### config.mk
export PLATFORM = sky130hd
export DESIGN_NAME = sc_rst_seq
export DESIGN_NICKNAME = d
export VERILOG_FILES = /design/src/rtl/sc_rst_pkg.sv /design/src/rtl/sc_rst_gate.sv /design/src/rtl/sc_rst_etu_cnt.sv /design/src/rtl/sc_rst_fsm.sv /design/src/rtl/sc_rst_seq.sv
export SDC_FILE = /design/constraint.sdc
export NUM_CORES = 1
export LEC_CHECK = 0
export ABC_AREA = 1
export BUFFER_PORTS_ARGS = -buffer_cell sky130_fd_sc_hd__buf_4
export CAP_MARGIN = 25
export CORE_MARGIN = 8
export CORE_UTILIZATION = 53
export CTS_CLUSTER_DIAMETER = 80
export DETAILED_ROUTE_END_ITERATION = 10
export PLACE_DENSITY = 0.77
export SYNTH_ARGS = -nofsm -noshare
export SYNTH_HDL_FRONTEND = slang
export SYNTH_SLANG_ARGS = --single-unit
export TNS_END_PERCENT = 100
### constraint.sdc
create_clock -name clk -period 1.8 [get_ports clk]
set_clock_uncertainty 0.2 [all_clocks]
set_input_delay 0.09 -clock clk [delete_from_list [all_inputs] [get_ports clk]]
set_output_delay 0.09 -clock clk [all_outputs]
set_load 0.1 [all_outputs]
### src/rtl/sc_rst_pkg.sv
package sc_rst_pkg;
  typedef enum logic [1:0] {
    ST_OFF  = 2'd0,
    ST_WAIT = 2'd1,
    ST_ON   = 2'd2
  } seq_state_t;
endpackage

### src/rtl/sc_rst_gate.sv
module sc_rst_gate #(
  parameter int DLY_W = 8
) (
  input  logic             supply_ok,
  input  logic             hold_req,
  input  logic [DLY_W-1:0] delay_len,
  output logic             go,
  output logic             zero_dly
);
  // Release is allowed only with good supply and no firmware hold
  assign go       = supply_ok & ~hold_req;
  assign zero_dly = (delay_len == '0);
endmodule

### src/rtl/sc_rst_etu_cnt.sv
module sc_rst_etu_cnt #(
  parameter int DLY_W = 8
) (
  input  logic             clk,
  input  logic             rst,
  input  logic             clr,
  input  logic             load,
  input  logic [DLY_W-1:0] load_val,
  input  logic             tick,
  output logic             expire
);
  localparam logic [DLY_W-1:0] ONE = DLY_W'(1);

  logic [DLY_W-1:0] cnt;

  always_ff @(posedge clk) begin
    if (rst || clr) begin
      cnt <= '0;
    end else if (load) begin
      cnt <= load_val;
    end else if (tick && cnt != '0) begin
      cnt <= cnt - ONE;
    end
  end

  // The last tick of the countdown
  assign expire = tick && !load && (cnt == ONE);
endmodule

### src/rtl/sc_rst_fsm.sv
module sc_rst_fsm
  import sc_rst_pkg::*;
(
  input  logic clk,
  input  logic rst,
  input  logic go,
  input  logic zero_dly,
  input  logic expire,
  output logic load,
  output logic clr,
  output logic next_on,
  output logic rise
);
  seq_state_t state, nxt;

  always_comb begin
    nxt = state;
    unique case (state)
      ST_OFF:  if (go) nxt = zero_dly ? ST_ON : ST_WAIT;
      ST_WAIT: if (!go) nxt = ST_OFF;
               else if (expire) nxt = ST_ON;
      ST_ON:   if (!go) nxt = ST_OFF;
      default: nxt = ST_OFF;
    endcase
  end

  always_ff @(posedge clk) begin
    if (rst) state <= ST_OFF;
    else     state <= nxt;
  end

  assign load    = (state == ST_OFF) && go && !zero_dly;
  assign clr     = !go;
  assign next_on = (nxt == ST_ON);
  assign rise    = next_on && (state != ST_ON);
endmodule

### src/rtl/sc_rst_seq.sv
module sc_rst_seq #(
  parameter int DLY_W = 8
) (
  input  logic             clk,
  input  logic             rst,
  input  logic             etu_tick,
  input  logic             supply_ok,
  input  logic             hold_req,
  input  logic [DLY_W-1:0] delay_len,
  output logic             card_rst_n,
  output logic             release_pulse
);
  logic go, zero_dly, expire, load, clr, next_on, rise;

  sc_rst_gate #(.DLY_W(DLY_W)) u_gate (
    .supply_ok (supply_ok),
    .hold_req  (hold_req),
    .delay_len (delay_len),
    .go        (go),
    .zero_dly  (zero_dly)
  );

  sc_rst_etu_cnt #(.DLY_W(DLY_W)) u_cnt (
    .clk      (clk),
    .rst      (rst),
    .clr      (clr),
    .load     (load),
    .load_val (delay_len),
    .tick     (etu_tick),
    .expire   (expire)
  );

  sc_rst_fsm u_fsm (
    .clk      (clk),
    .rst      (rst),
    .go       (go),
    .zero_dly (zero_dly),
    .expire   (expire),
    .load     (load),
    .clr      (clr),
    .next_on  (next_on),
    .rise     (rise)
  );

  // Registered pin and pulse, aligned with the state register
  always_ff @(posedge clk) begin
    if (rst) begin
      card_rst_n    <= 1'b0;
      release_pulse <= 1'b0;
    end else begin
      card_rst_n    <= next_on;
      release_pulse <= rise;
    end
  end
endmodule

After elaboration in Yosys (flattened, before gate mapping)
Index checks and enable logic that the tools add are counted.
Storage, ports and cells
  input bits: 13
  RAM bits: 0
  register bits after elaboration: 12
  memories: 0
  latch bits: 0
  memory bits (read-only): 0
  logic and storage cells: 34
  output and inout port bits: 2
Operators by class
  bitwise logic cells: 2
  divide/modulo/power cells: 0
  equal/unequal tests: 5
  reduce and logical (&&, ||, !) cells: 14
  $add $sub $neg: 1
  muxes and demuxes: 8
  $lt $le $gt $ge: 0
  $mul: 0
  shifts and indexed selects: 0
Operators with widths (count)
  $mux W8: 2
  $mux W2: 5
  $eq A8 B1 Y1 const B: 1
  $logic_not A8 Y1: 1
  $reduce_bool A8 Y1: 1
  $sub A8 B1 Y8 const B: 1
  $logic_and A1 B1 Y1: 6
  $pmux W2 S3: 1
  $eq A2 B2 Y1 const B: 2
  $logic_not A1 Y1: 3
  $eq A2 B1 Y1 const B: 1
  $logic_not A2 Y1: 1
  $ne A2 B2 Y1 const B: 1
  $reduce_bool A2 Y1: 1
  $and A1 B1 Y1: 1
  $logic_or A1 B1 Y1: 1
  $not A1 Y1: 1

Longest topological paths before layout
  depth after elaboration: 12
  gate-level depth with buffers: 10
  mapped depth without buffers: 10

By module
From an unflattened synthesis, not the netlist that was laid out.
Unflattened totals
  cells, all modules: 144
  area, all modules: 853.3 um2
By module, submodules not included
  sc_rst_etu_cnt: cells each 110, area each 648.1 um2, instances 1
  sc_rst_fsm: cells each 19, area each 116.4 um2, instances 1
  sc_rst_seq: cells each 6, area each 55.1 um2, instances 1
  sc_rst_gate: cells each 9, area each 33.8 um2, instances 1

Worst setup path before layout
OpenSTA, ideal clock, no wires.
  path type: reg-to-reg
  from: reg u_cnt.cnt[0]
  to: reg u_cnt.cnt[7]
  path buffers: 0
  cell stages (with the launch flop): 10
  path slack: 0.313 ns
  arrival time: 1.223 ns
  clock period less this slack: 1.487 ns
  path through: dfxtp_1 inv_1 ha_1 nand2_2 nor2_1 nor2_2 nand3_1 nor2_1 nor2_1 nor2_1
Between the ends
  word-level cells in the longest chain between the ends: 3
RTL lines
  start, declared: RTL line sc_rst_etu_cnt.sv:14  | logic [DLY_W-1:0] cnt;
  start signal, assigned: RTL line sc_rst_etu_cnt.sv:20  | cnt <= load_val;
  start signal, assigned: RTL line sc_rst_etu_cnt.sv:22  | cnt <= cnt - ONE;
  $sub A8 B1 Y8 or $reduce_bool A8 Y1 (tied branches): RTL line sc_rst_etu_cnt.sv:22, sc_rst_etu_cnt.sv:21
  $mux W8 or $logic_and A1 B1 Y1 (tied branches): RTL line sc_rst_etu_cnt.sv:21  | end else if (tick && cnt != '0) begin
  $mux W8 or $reduce_bool A2 Y1 (tied branches)
Parallel ways exist; a longest one is shown, timed or not. The select of a mux whose other input is x is not followed.
A chain may end at the register's enable or synchronous reset.

Final worst setup path
  from: in delay_len[0]
  to: reg u_cnt.cnt[5]
Between the ends
  word-level cells in the longest chain between the ends: 4
RTL lines
  start, declared: RTL line sc_rst_seq.sv:9  | input logic [DLY_W-1:0] delay_len,
  $logic_not A8 Y1 *: RTL line sc_rst_gate.sv:12  | assign zero_dly = (delay_len == '0);
  $logic_not A1 Y1 *: RTL line sc_rst_fsm.sv:32  | assign load = (state == ST_OFF) && go && !zero_dly;
  $logic_and A1 B1 Y1 *: RTL line sc_rst_fsm.sv:32
  $mux W8 or $reduce_bool A2 Y1 (tied branches)
Mark *: on every way between the ends. The rest lies on a longest branch, timed or not.

==> flow_summary_export.csv <==
group,metric,value,unit
route,ant_nets,0,
critical_path,startpoint_type,"input pin",
layout,fin_area,1080,um^2
sta,worst_pin_slew,0.601,ns
clocking,clockBufferDepth,2,
clocking,cts_tree,"built",
floorplanning,fp.coreArea,1470,um^2
status,status,"completed",
critical_path,required,1.83,ns
layout,nNetsFinal,177,
sta,whs,0.0672,ns
power,powerDensity,579,nW/um^2
floorplanning,dieArea,3040,um^2
global_routing,grt_remaining_overflow,0,
place,post-dp-hpwl,1520,um
layout,seqCellArea,240,um^2
route,drt-total-wl,2140,um
logic_synthesis,ys_seq_elements,12,
global_routing,grt_pass1_vias,852,
global_routing,antenna_found_initial,0,
job,cap_violations,0,
floorplanning,num_rows,14,
floorplanning,die_width,55.2,um
sta,report.final.setup_viol,0,
layout,multi_input_area,477,um^2
clocking,cts_setup_buffers,0,
clocking,clkSlewWorstSetupHoldPaths,0.08,ns
place,gp_congestion,0.830,
floorplanning,ioPinCount,15,
logic_synthesis,synthesis.area,813,um^2
power,peakVddDrop,0.481,mV
logic_synthesis,synth_cells,131,
floorplanning,dieHeight,55.2,um
sta,drv_slew,0,
critical_path,end_kind,"register",
logic_synthesis,synth_nets,147,
sta,fin_crit,1.67,ns
critical_path,cp_top_family,"buffers and inverters",
sta,final.period_utilization,92.6,%
logic_synthesis,yosys_warnings,0,
critical_path,slowest_stage,"dlygate4sd3_1",
clocking,cts_max_level,1,
place,place.port_buffers,14,
route,first_pass_iters,5,
route,wl_per_cell,12.2,um
global_routing,grt_pass1_wl,3600,um
sta,grt_setup_unrepaired,"false",
layout,utilization,73.4,%
power,p_leak,0.582,nW
sta,hold_viol,0,
route,vias,918,
layout,final_common_cell,"nand2_1",
layout,area_growth,32.8,%
critical_path,path_cells,"dlygate4sd3_1 -> buf_4 -> nor2_1 -> nand2_1 -> o21ai_4 -> buf_8 -> nand3_1 -> nand3_1 -> nand2_1 -> inv_1",
logic_synthesis,ys_types,18,
critical_path,crit_type,"in -> reg",
global_routing,grt_max_degree,17,
route,drt-vias-per-instance,5.25,
critical_path,crit_buf_inv,4,
place,post-place-ws,0.156,ns
layout,layout_common_cells,"nand2_1 (31), nand3_1 (25), inv_1 (23)",
logic_synthesis,yosysSeqAreaShare,29.5,%
hold_path,hold_path.class,"in -> reg",
layout,n_fill_cell,123,
sta,fmax,600,MHz
critical_path,cp.arrival,1.70,ns
clocking,cts_buffers,3,
logic_synthesis,syn_area_per_cell,6.21,um^2
route,drc_errors,0,
sta,slew_headroom,59.8,%
critical_path,path_max_fanout,16,
sta,setup_tns,0,ns
clocking,cts_root_buf,"clkbuf_4",
sta,postLayoutSetupSlackWorst,0.134,ns
critical_path,cpPeakStageDelay,0.53,ns
global_routing,grt_usage,16.0,%
floorplanning,initial_core_util,55.3,%
clocking,cts.sinks,12,
layout,num_antenna_cells,0,
place,placement.cell_area,935,um^2
layout,drive_above_1_share,15.7,%
route,drt-initial-drc-count,41,
clocking,clk-insertion-delay-late,0.28,ns
-- layout make-up --
cell class | count | area share (%)
inverters | 24 | 8.34
clock buffers | 3 | 2.09
multi-input cells | 94 | 44.1
flip-flops and latches | 12 | 22.2
well taps | 16 | 1.85
repair buffers | 26 | 21.3
-- through the flow --
stage	power (mW)	instances
2_1_floorplan	0.388	131
3_3_place_gp	0.430	161
3_5_place_dp	0.433	161
4_1_cts	0.621	175
5_1_grt	0.660	175
6_report	0.625	175
-- routing by layer --
metal  up-vias  share of wire (%)  global-route usage, %
met5         -                  0                      0
met4         0                2.0                   6.80
met3         9                5.7                   3.48
met2        37                 49                   28.0
met1       399                 44                   18.2
li1        473                  -                      -
-- final timing paths --
check                  from       endpoint  slack (ns)  depth (start not counted)
max            delay_len[0]   u_cnt.cnt[5]        0.13                         10
min                etu_tick   u_cnt.cnt[7]        0.07                          6
max reg2reg    u_cnt.cnt[0]   u_cnt.cnt[5]        0.17                         10
min reg2reg  u_fsm.state[0]  release_pulse        0.36                          2
-- sequential cells by signal, summed over array words and instances (netlist names) --
signal	flops
u_fsm.state	2
u_cnt.cnt	8
card_rst_n	1
release_pulse	1
-- Yosys cell counts --
library cell	number	area, um^2
xnor2_1	2	17.5
buf_6	1	11.3
o21ai_4	1	16.3
nand4_1	4	25.0
nor2_1	18	67.6
a21oi_1	1	5.00
o22ai_1	1	6.26
nand2_1	31	116
xor2_1	1	8.76
inv_2	1	3.75
nand3_1	25	125
nor2_2	3	18.8
inv_1	23	86.3
dfxtp_1	12	240
nand2_2	2	12.5
ha_1	3	37.5
nand3b_1	1	7.51
a211oi_1	1	7.51
-- where the power goes --
group | switching (mW) | internal [mW] | total [mW] | leakage [nW]
logic | 0.0970 | 0.0759 | 0.173 | 0.471
clock network | 0.0953 | 0.0775 | 0.173 | 0.0138
registers | 0.00675 | 0.273 | 0.280 | 0.0973
-- cells by family (layout without fill, tap and decap cells) --
family | Yosys count | count (layout) | share of synthesized area, %
and+or+nand+nor | 84 | 84 | 45.8
buffers and inverters | 25 | 53 | 12.5
AOI/OAI and AO/OA | 4 | 4 | 4.31
xor gates and xnor gates | 3 | 3 | 3.23
DFF | 12 | 12 | 29.5
adders and majority gates | 3 | 3 | 4.62
-- worst register-to-register path, cell delays in order, from the launching register on --
cell and delay, ns:
dfxtp_1 0.37, inv_1 0.11, ha_1 0.22, nand2_2 0.07
inv_1 0.04, nand2_1 0.09, nand2_2 0.12, nand3_1 0.12
nand3_1 0.09, nand2_1 0.06, inv_1 0.04
-- timing repair --
item | in CTS | in global routing
endpoints found under the setup margin | 0 | 5
hold buffers | 11 | 0
resized for setup | 0 | 3
endpoints found under the hold margin | 9 | 0
Note: power is estimated with default switching activity, not from simulation.
